<file path="config.mk">
export PLATFORM = sky130hd
export DESIGN_NAME = paged_ea_unit
export DESIGN_NICKNAME = d
export VERILOG_FILES = /design/src/rtl/eag_pkg.sv /design/src/rtl/eag_index_unit.sv /design/src/rtl/eag_page_reg.sv /design/src/rtl/paged_ea_unit.sv
export SDC_FILE = /design/constraint.sdc
export NUM_CORES = 1
export LEC_CHECK = 0
export BUFFER_PORTS_ARGS = -buffer_cell sky130_fd_sc_hd__buf_2
export CAP_MARGIN = 20
export CELL_PAD_IN_SITES_DETAIL_PLACEMENT = 0
export CELL_PAD_IN_SITES_GLOBAL_PLACEMENT = 1
export CORE_ASPECT_RATIO = 0.9
export CORE_MARGIN = 2
export CORE_UTILIZATION = 35
export CTS_CLUSTER_SIZE = 12
export DETAILED_ROUTE_END_ITERATION = 10
export PLACE_DENSITY_LB_ADDON = 0.25
export SYNTH_ARGS = -nofsm -noshare
export SYNTH_HDL_FRONTEND = slang
export SYNTH_SLANG_ARGS = --single-unit
</file>
<file path="constraint.sdc">
create_clock -name clk -period 1.95 [get_ports clk]
set_input_delay 0.195 -clock clk [delete_from_list [all_inputs] [get_ports clk]]
set_output_delay 0.195 -clock clk [all_outputs]
set_load 0.1 [all_outputs]
</file>
<file path="src/rtl/eag_pkg.sv">
package eag_pkg;
    typedef enum logic [1:0] {
        K_OPER   = 2'd0,
        K_BRANCH = 2'd1,
        K_PORT   = 2'd2,
        K_RSVD   = 2'd3
    } kind_e;

    typedef enum logic [1:0] {
        IX_NONE = 2'd0,
        IX_INC  = 2'd1,
        IX_DEC  = 2'd2,
        IX_ONLY = 2'd3
    } ixmode_e;

    typedef enum logic [1:0] {
        S_IDLE   = 2'd0,
        S_PTR_HI = 2'd1,
        S_PTR_LO = 2'd2,
        S_EMIT   = 2'd3
    } state_e;
endpackage

</file>
<file path="src/rtl/eag_index_unit.sv">
module eag_index_unit
    import eag_pkg::*;
#(
    parameter int DATA_W = 8
) (
    input  ixmode_e           mode,
    input  logic [DATA_W-1:0] idx,
    output logic [DATA_W-1:0] eff,
    output logic              wb
);
    localparam logic [DATA_W-1:0] ONE = DATA_W'(1);

    always_comb begin
        eff = '0;
        wb  = 1'b0;
        unique case (mode)
            IX_NONE: begin eff = '0;        wb = 1'b0; end
            IX_INC:  begin eff = idx + ONE; wb = 1'b1; end
            IX_DEC:  begin eff = idx - ONE; wb = 1'b1; end
            IX_ONLY: begin eff = idx;       wb = 1'b0; end
        endcase
    end
endmodule

</file>
<file path="src/rtl/eag_page_reg.sv">
module eag_page_reg #(
    parameter int PAGE_W = 2
) (
    input  logic              clk,
    input  logic              rst_n,
    input  logic              load,
    input  logic [PAGE_W-1:0] d,
    output logic [PAGE_W-1:0] q
);
    always_ff @(posedge clk or negedge rst_n) begin
        if (!rst_n)    q <= '0;
        else if (load) q <= d;
    end
endmodule

</file>
<file path="src/rtl/paged_ea_unit.sv">
module paged_ea_unit
    import eag_pkg::*;
#(
    parameter int OFS_W  = 13,
    parameter int PAGE_W = 2,
    parameter int DATA_W = 8,
    parameter int PORT_W = 8
) (
    input  logic                       clk,
    input  logic                       rst_n,
    input  logic                       req_valid,
    output logic                       req_ready,
    input  logic [1:0]                 req_kind,
    input  logic [PAGE_W+OFS_W:0]      req_field,
    input  logic [PAGE_W-1:0]          port_code,
    input  logic [DATA_W-1:0]          idx_in,
    output logic                       idx_wr_en,
    output logic [DATA_W-1:0]          idx_wr_data,
    output logic                       rd_req,
    output logic [PAGE_W+OFS_W-1:0]    rd_addr,
    input  logic                       rd_ack,
    input  logic [DATA_W-1:0]          rd_data,
    output logic                       ea_valid,
    output logic [PAGE_W+OFS_W-1:0]    ea_addr,
    output logic [PAGE_W-1:0]          page_out
);
    localparam int ADDR_W  = PAGE_W + OFS_W;
    localparam int FIELD_W = ADDR_W + 1;
    localparam int HI_W    = ADDR_W - DATA_W;
    localparam int PAD_W   = OFS_W - PORT_W;

    state_e state_q, state_d;
    kind_e  kind_in, kind_q;

    logic              f_ind;
    ixmode_e           f_mode, mode_used;
    logic [OFS_W-1:0]  f_ofs;
    logic [DATA_W-1:0] eff_in, eff_q;
    logic              wb_in, wb_q;
    logic              accept, is_branch_in, is_port_in, indirect_in;
    logic [OFS_W-1:0]  ofs_sum;
    logic [ADDR_W-1:0] direct_ea, ptr_start, ptr_q, lo_addr, ind_ea, ea_q;
    logic              wrap_page_q;
    logic [HI_W-1:0]   hi_q;
    logic              page_ld;
    logic [PAGE_W-1:0] page_d, page_q;

    // request field split
    assign f_ind        = req_field[FIELD_W-1];
    assign f_mode       = ixmode_e'(req_field[ADDR_W-1:OFS_W]);
    assign f_ofs        = req_field[OFS_W-1:0];
    assign kind_in      = kind_e'(req_kind);
    assign is_branch_in = (kind_in == K_BRANCH);
    assign is_port_in   = (kind_in == K_PORT);
    assign indirect_in  = f_ind && !is_port_in;
    assign accept       = req_valid && (state_q == S_IDLE);
    assign mode_used    = (is_branch_in || is_port_in) ? IX_NONE : f_mode;

    eag_index_unit #(.DATA_W(DATA_W)) u_index (
        .mode (mode_used),
        .idx  (idx_in),
        .eff  (eff_in),
        .wb   (wb_in)
    );

    // direct address composition
    assign ofs_sum = f_ofs + OFS_W'(eff_in);

    always_comb begin
        unique case (kind_in)
            K_BRANCH: direct_ea = req_field[ADDR_W-1:0];
            K_PORT:   direct_ea = {port_code, {PAD_W{1'b0}}, req_field[PORT_W-1:0]};
            default:  direct_ea = {page_q, ofs_sum};
        endcase
        ptr_start = is_branch_in ? req_field[ADDR_W-1:0] : {page_q, f_ofs};
    end

    // second pointer byte address and indirect result
    assign lo_addr = wrap_page_q
                   ? {ptr_q[ADDR_W-1:OFS_W], ptr_q[OFS_W-1:0] + OFS_W'(1)}
                   : ptr_q + ADDR_W'(1);
    assign ind_ea  = {hi_q, rd_data} + ADDR_W'(eff_q);

    // page register control
    assign page_ld = (accept && is_branch_in && !f_ind)
                   || (state_q == S_PTR_LO && rd_ack && kind_q == K_BRANCH);
    assign page_d  = accept ? req_field[ADDR_W-1:OFS_W] : ind_ea[ADDR_W-1:OFS_W];

    eag_page_reg #(.PAGE_W(PAGE_W)) u_page (
        .clk   (clk),
        .rst_n (rst_n),
        .load  (page_ld),
        .d     (page_d),
        .q     (page_q)
    );

    // next state
    always_comb begin
        state_d = state_q;
        unique case (state_q)
            S_IDLE:   if (accept) state_d = indirect_in ? S_PTR_HI : S_EMIT;
            S_PTR_HI: if (rd_ack) state_d = S_PTR_LO;
            S_PTR_LO: if (rd_ack) state_d = S_EMIT;
            S_EMIT:   state_d = S_IDLE;
        endcase
    end

    // state register
    always_ff @(posedge clk or negedge rst_n) begin
        if (!rst_n) state_q <= S_IDLE;
        else        state_q <= state_d;
    end

    // datapath and output registers
    always_ff @(posedge clk or negedge rst_n) begin
        if (!rst_n) begin
            kind_q      <= K_OPER;
            ptr_q       <= '0;
            wrap_page_q <= 1'b0;
            eff_q       <= '0;
            wb_q        <= 1'b0;
            hi_q        <= '0;
            ea_q        <= '0;
        end else begin
            unique case (state_q)
                S_IDLE: if (accept) begin
                    kind_q      <= kind_in;
                    ptr_q       <= ptr_start;
                    wrap_page_q <= !is_branch_in;
                    eff_q       <= eff_in;
                    wb_q        <= wb_in;
                    ea_q        <= direct_ea;
                end
                S_PTR_HI: if (rd_ack) hi_q <= rd_data[HI_W-1:0];
                S_PTR_LO: if (rd_ack) ea_q <= ind_ea;
                S_EMIT:   wb_q <= 1'b0;
            endcase
        end
    end

    assign req_ready   = (state_q == S_IDLE);
    assign rd_req      = (state_q == S_PTR_HI) || (state_q == S_PTR_LO);
    assign rd_addr     = (state_q == S_PTR_HI) ? ptr_q : lo_addr;
    assign ea_valid    = (state_q == S_EMIT);
    assign ea_addr     = ea_q;
    assign idx_wr_en   = (state_q == S_EMIT) && wb_q;
    assign idx_wr_data = eff_q;
    assign page_out    = page_q;
endmodule

</file>
# [Yosys cells after proc, flatten, opt, wreduce, memory -nomap -nowiden]
# Index checks and enable logic that the tools add are counted.
[word_totals] regBits=53 input_bits=40 elab_cells=69
[classes] add_sub_neg=6 n_eq_ne=12 mux=18 n_reduce_logical=24
[op_table] operator="two-way mux 15 bit" n=5
[op_table] operator="one-hot mux 15 bit (2 select lines)" n=2
[op_table] operator="one-hot mux 8 bit (4 select lines)" n=1
[op_table] operator="adder 15 x 1 -> 15 bit, second input constant" n=1
[op_table] operator="adder 15 x 8 -> 15 bit" n=1
[op_table] operator="adder 13 x 1 -> 13 bit, second input constant" n=1
[op_table] operator="adder 13 x 8 -> 13 bit" n=1
[op_table] operator="two-way mux 2 bit" n=6
[op_table] operator="== test 2 bit, second input constant" n=5
[op_table] operator="adder 8 x 1 -> 8 bit, second input constant" n=1
[op_table] operator="== test 2 x 1 -> 1 bit, second input constant" n=4
[op_table] operator="one-hot mux 2 bit (4 select lines)" n=1
[op_table] operator="subtractor 8 x 1 -> 8 bit, second input constant" n=1
[op_table] operator="logical AND 1 bit" n=7
[op_table] operator="AND reduction 2 bit" n=3
[op_table] operator="AND reduction 3 bit" n=2
[op_table] operator="logical NOT 2 bit" n=2
[op_table] operator="!= test 2 bit, second input constant" n=2
[op_table] operator="one-hot mux 1 bit (2 select lines)" n=2
[op_table] operator="nonzero test 2 bit" n=2
[op_table] operator="OR reduction 2 bit" n=2
[op_table] operator="logical NOT 1 bit" n=3
[op_table] operator="logical OR 1 bit" n=3
[op_table] operator="!= test 2 x 1 -> 1 bit, second input constant" n=1
[op_table] operator="two-way mux 1 bit" n=1

# [Logic depth before layout (Yosys ltp)]
[logic_depth] word_depth=9 depth_mapped=24 ltp_nobuf=21

# [Modules after synthesis]
# From an unflattened synthesis, not the netlist that was laid out.
[hier_totals] hier_cells=458 hier_area_um2=4195.3
[modules_own_cells] module="paged_ea_unit" n_inst=1 cells_per_inst=371 area_each_um2=3537.1
[modules_own_cells] module="eag_index_unit" n_inst=1 cells_per_inst=83 area_each_um2=585.6
[modules_own_cells] module="eag_page_reg" n_inst=1 cells_per_inst=4 area_each_um2=72.6

# [Least setup slack after synthesis]
# No wires, ideal clock.
[synth_path] path_type="input-to-reg" startpoint="in req_kind[0]" endpoint="reg ea_q[10], in the netlist ea_addr[10]" setup_time_ps=134 arrival_ps=4151 required_time_ps=1816 slack_ps=-2334 cell_stages=21 cell_sequence="inv_1 ha_1 clkbuf_1 clkbuf_1 and2_1 inv_1 ha_1 nand4b_1 o22ai_1 nor2_1 mux2_2 nand4_2 mux2_4 a21oi_1 ha_1 a21o_1 or3_1 o21a_1 mux2i_1 nor4_1 o31ai_1"
[synth_between] elab_chain_len=9
[synth_rtl] item="start, declared" line="paged_ea_unit.sv:13" text="input logic [1:0] req_kind,"
[synth_rtl] item="== test 2 x 1 -> 1 bit / == test 2 bit (equally long branches)" line="paged_ea_unit.sv:53, paged_ea_unit.sv:54"
[synth_rtl] item="logical OR 1 bit *" line="paged_ea_unit.sv:57" text="assign mode_used = (is_branch_in || is_port_in) ? IX_NONE : f_mode;"
[synth_rtl] item="two-way mux 2 bit *" line="paged_ea_unit.sv:57"
[synth_rtl] item="== test 2 bit (tied with other cells)" line="eag_index_unit.sv:16" text="unique case (mode)"
[synth_rtl] item="one-hot mux 8 bit (4 select lines) *" line="eag_index_unit.sv:16"
[synth_rtl] item="named net eff_in[7]" line="paged_ea_unit.sv:38" text="logic [DATA_W-1:0] eff_in, eff_q;"
[synth_rtl] item="adder 13 x 8 -> 13 bit *" line="paged_ea_unit.sv:67" text="assign ofs_sum = f_ofs + OFS_W'(eff_in);"
[synth_rtl] item="one-hot mux 15 bit (2 select lines) *" line="paged_ea_unit.sv:70" text="unique case (kind_in)"
[synth_rtl] item="two-way mux 15 bit *" line="paged_ea_unit.sv:126" text="S_IDLE: if (accept) begin"
[synth_rtl] item="one-hot mux 15 bit (2 select lines) *" line="paged_ea_unit.sv:125" text="unique case (state_q)"
[synth_rtl] item="end signal, assigned" line="paged_ea_unit.sv:132" text="ea_q <= direct_ea;"
[synth_rtl] item="end signal, assigned" line="paged_ea_unit.sv:135" text="S_PTR_LO: if (rd_ack) ea_q <= ind_ea;"
[synth_rtl] item="end, declared" line="paged_ea_unit.sv:42" text="logic [ADDR_W-1:0] direct_ea, ptr_start, ptr_q, lo_addr, ind_ea, ea_q;"
# Mark *: on every way through the listed nets, which the timed path passes. The rest lies on a longest branch. The select of a mux whose other input is x is not followed.
# A chain may end at the register's enable or synchronous reset.

# [Final worst setup path]
# Same ends and word-level chain as after synthesis.

==> impl_metrics.tcl <==
set metrics [dict create \
    crit_type "primary input to register" \
    routed_wl_mm 13.9 \
    grt_pass1_vias 4480 \
    grt_use_met1_pct 29.0 \
    fin_nets 763 \
    dieArea_um2 12700 \
    slowest_stage "mux2_4" \
    synth.top_cell.area_share_pct 32.0 \
    cap_violations 0 \
    setup_slack_ns -1.65 \
    period_minus_slack_ns 3.60 \
    p_sw_mw 7.00 \
    final_core_util_pct 63.1 \
    synth-main-ff-cell "dfrtp_1" \
    rows 37 \
    crit_top_cell "ha_4" \
    syn_nets 537 \
    grt_max_degree 42 \
    area_growth_pct 74.6 \
    coreArea_um2 11500 \
    fmax_mhz 278 \
    antenna_found_initial 0 \
    seq_power_share_pct 16.8 \
    drive_gt1_share_pct 56.4 \
    place_congestion 0.862 \
    diodes 0 \
    htree_num_levels 2 \
    fin_cells 849 \
    cts_tree "built" \
    drc 0 \
    grt_busiest_layer "met2" \
    comb_power_share_pct 76.1 \
    slew_headroom_pct 58.2 \
    path_cells "buf_12 > inv_12 > ha_4 > and2_4 > inv_4 > ha_4 > buf_12 > nand4b_1 > o22ai_2 > nor2_2 > mux2_4 > nand4_4 > mux2_4 > a21oi_4 > ha_4 > a21o_1 > or3_1 > o21a_1 > mux2i_1 > nor4_1 > o31ai_1" \
    synth_area_leaders "dfrtp_1, ha_1, mux2_2, o21ai_0, nand2_1" \
    cts.sinks 53 \
    cts_buffers 5 \
    critPathTopFamily "simple AND/OR/NAND/NOR gates" \
    grt_pass1_wl_mm 22.4 \
    final.setup.tns_ns -21.64 \
    drt-pass1-iter-count 5 \
    slew_viol_final 0 \
    preCtsSetupSlack_ns -2.04 \
    port_buffers 83 \
    drtIter0Drc 159 \
    critPathBufInv 4 \
    synth_top_cell_by_area "dfrtp_1" \
    irDropWorstVdd_v 0.000851 \
    dp_cells 811 \
    cp-start-kind "primary input" \
    met2_usage_pct 39.0 \
    cpPeakStageDelay_ns 0.32 \
    via_per_inst 5.12 \
    end_kind "register" \
    dp_hpwl_mm 11.0 \
    p_per_area_nw_per_um2 1750 \
    clk_latency_ns 0.29 \
    die_h_um 107 \
    synthArstFlopShare_pct 100 \
    finalSetupViolCount 32 \
    synth_cell_types 66 \
    p_int_mw 5.68 \
    die_w_um 119 \
    use_met3_pct 2.70 \
    cp.arrival_ns 3.77 \
    initial_core_util_pct 36.1 \
    synth_seq_cells 53 \
    yosysWarningCount 0 \
    wire_per_inst_um 16.4 \
    synth.avg_cell_area_um2 8.91 \
    p_sw_share_pct 55.2 \
    crit_fanout 6 \
    clock-root-buffer "clkbuf_16" \
    ios 84 \
    cts.clk_slew.worst_paths_ns 0.07 \
    synth_area_um2 4150 \
    status "finished with violations" \
    fin_crit_sh_pct 185 \
    rsz0062_at_grt "true" \
    ys_seq_area_share_pct 32.0 \
    violations "setup timing" \
    synthCells 466 \
    hold_viol 0 \
    synth_edf_count 0 \
    hold_class "primary input to register" \
    tightestPinTransition_ns 0.627 \
    yosysMostFrequentCell "dfrtp_1" \
    via_count 4351 \
    required_ns 2.12 \
    track_usage_pct 22.0 \
    cts_buffer_depth 2 \
    detail-route-antenna-nets 0 \
    synth_common_cells "dfrtp_1, nand2_1, o21ai_0, ha_1" \
    fin_skew_ns 0.00538 \
    p_leak_nw 3.27 \
    overflow 0 \
    pwr-share-clk_pct 7.1 \
]
==> metrics by stage <==
stage	power (mW)	hold WS, ns	area, um2
6_report	12.7	0.151	7240
2_1_floorplan	8.51	-0.101	4720
4_1_cts	12.5	0.142	7010
3_5_place_dp	11.3	0.247	6390
3_3_place_gp	11.2	0.235	6390
5_1_grt	13.3	0.153	7240
==> power by group through the flow <==
stage	Clock, mW	Combinational [mW]	Sequential, mW
finish	0.898	9.65	2.13
global route	0.962	10.1	2.20
CTS	0.927	9.44	2.12
detailed placement	0	9.16	2.12
global placement	0	9.05	2.10
floorplan	0	4.58	3.92
==> registers in the layout (all words and copies together), names as in the netlist <==
register,count
wb_q,1
kind_q,2
state_q,2
wrap_page_q,1
ptr_q,15
hi_q,7
ea_addr,15
idx_wr_data,8
u_page.q,2
==> routing by layer <==
| metal | share of wire [%] | wire [um] |
|---|---|---|
| met3 | 3.6 | 502 |
| met2 | 50 | 6960 |
| met4 | 0.60 | 83 |
| met5 | 0 | 0 |
| met1 | 46 | 6360 |
==> what timing repair did <==
action | CTS | global route
hold endpoints to repair | 24 | 0
endpoints found under the setup margin | 34 | 36
pin swaps | 54 | 34
gates resized for setup | 74 | 25
buffers inserted | 21 | 11
hold buffers | 1 | 0
==> placed cells by master (no fill, tap or decap), types with 8 or more instances in the layout <==
| cell type | instances |
|---|---|
| a21o_1 | 8 |
| a21oi_1 | 18 |
| buf_12 | 18 |
| buf_2 | 66 |
| buf_4 | 137 |
| buf_6 | 19 |
| dfrtp_1 | 43 |
| ha_1 | 11 |
| ha_4 | 14 |
| inv_1 | 12 |
| mux2_2 | 23 |
| nand2_1 | 47 |
| nand2b_1 | 8 |
| nor2_1 | 15 |
| o21ai_0 | 24 |
| o21ai_1 | 12 |
| xnor2_1 | 10 |
| xnor2_4 | 8 |
| xor2_1 | 9 |
==> cell families after synthesis <==
kind of cell | count (synthesis) | share of synthesized area, %
AO/OA/AOI/OAI | 137 | 21.2
XOR/XNOR | 36 | 7.60
adder cells (fa/ha/maj) | 31 | 9.71
buffers and inverters | 41 | 4.22
flip-flops | 53 | 32.0
multiplexers | 31 | 8.41
AND/OR/NAND/NOR | 137 | 16.9
==> worst paths after layout <==
path	slack (ns)	endpoint	start	depth (start not counted)
max in group asynchronous	0.90	ptr_q[0]	rst_n	3
min reg2reg	0.48	kind_q[1]	kind_q[1]	2
min in group asynchronous	0.45	idx_wr_data[2]	rst_n	2
max	-1.65	ea_addr[10]	req_kind[0]	21
min	0.15	hi_q[5]	rd_data[5]	2
max reg2reg	-0.30	ea_addr[10]	idx_wr_data[0]	11
==> final cells by class <==
class                   instances  area, um2
well taps                     156        195
inverters                      18       87.6
clock inverters                 2       13.8
flip-flops and latches         53       1350
clock buffers                   6        129
multi-input cells             372       3510
repair buffers                242       1950
fillers                      1001       4240
==> worst reg2reg max path, stage by stage, from the launching register on <==
cell,delay [ns]
dfrtp_4,0.49
ha_4,0.18
inv_2,0.05
fa_2,0.18
nor2b_1,0.05
o21a_1,0.20
o21ai_2,0.18
a21oi_2,0.09
buf_4,0.15
a31o_2,0.24
a21boi_0,0.21
o31ai_1,0.10
Power figures use the tool's default switching activity.
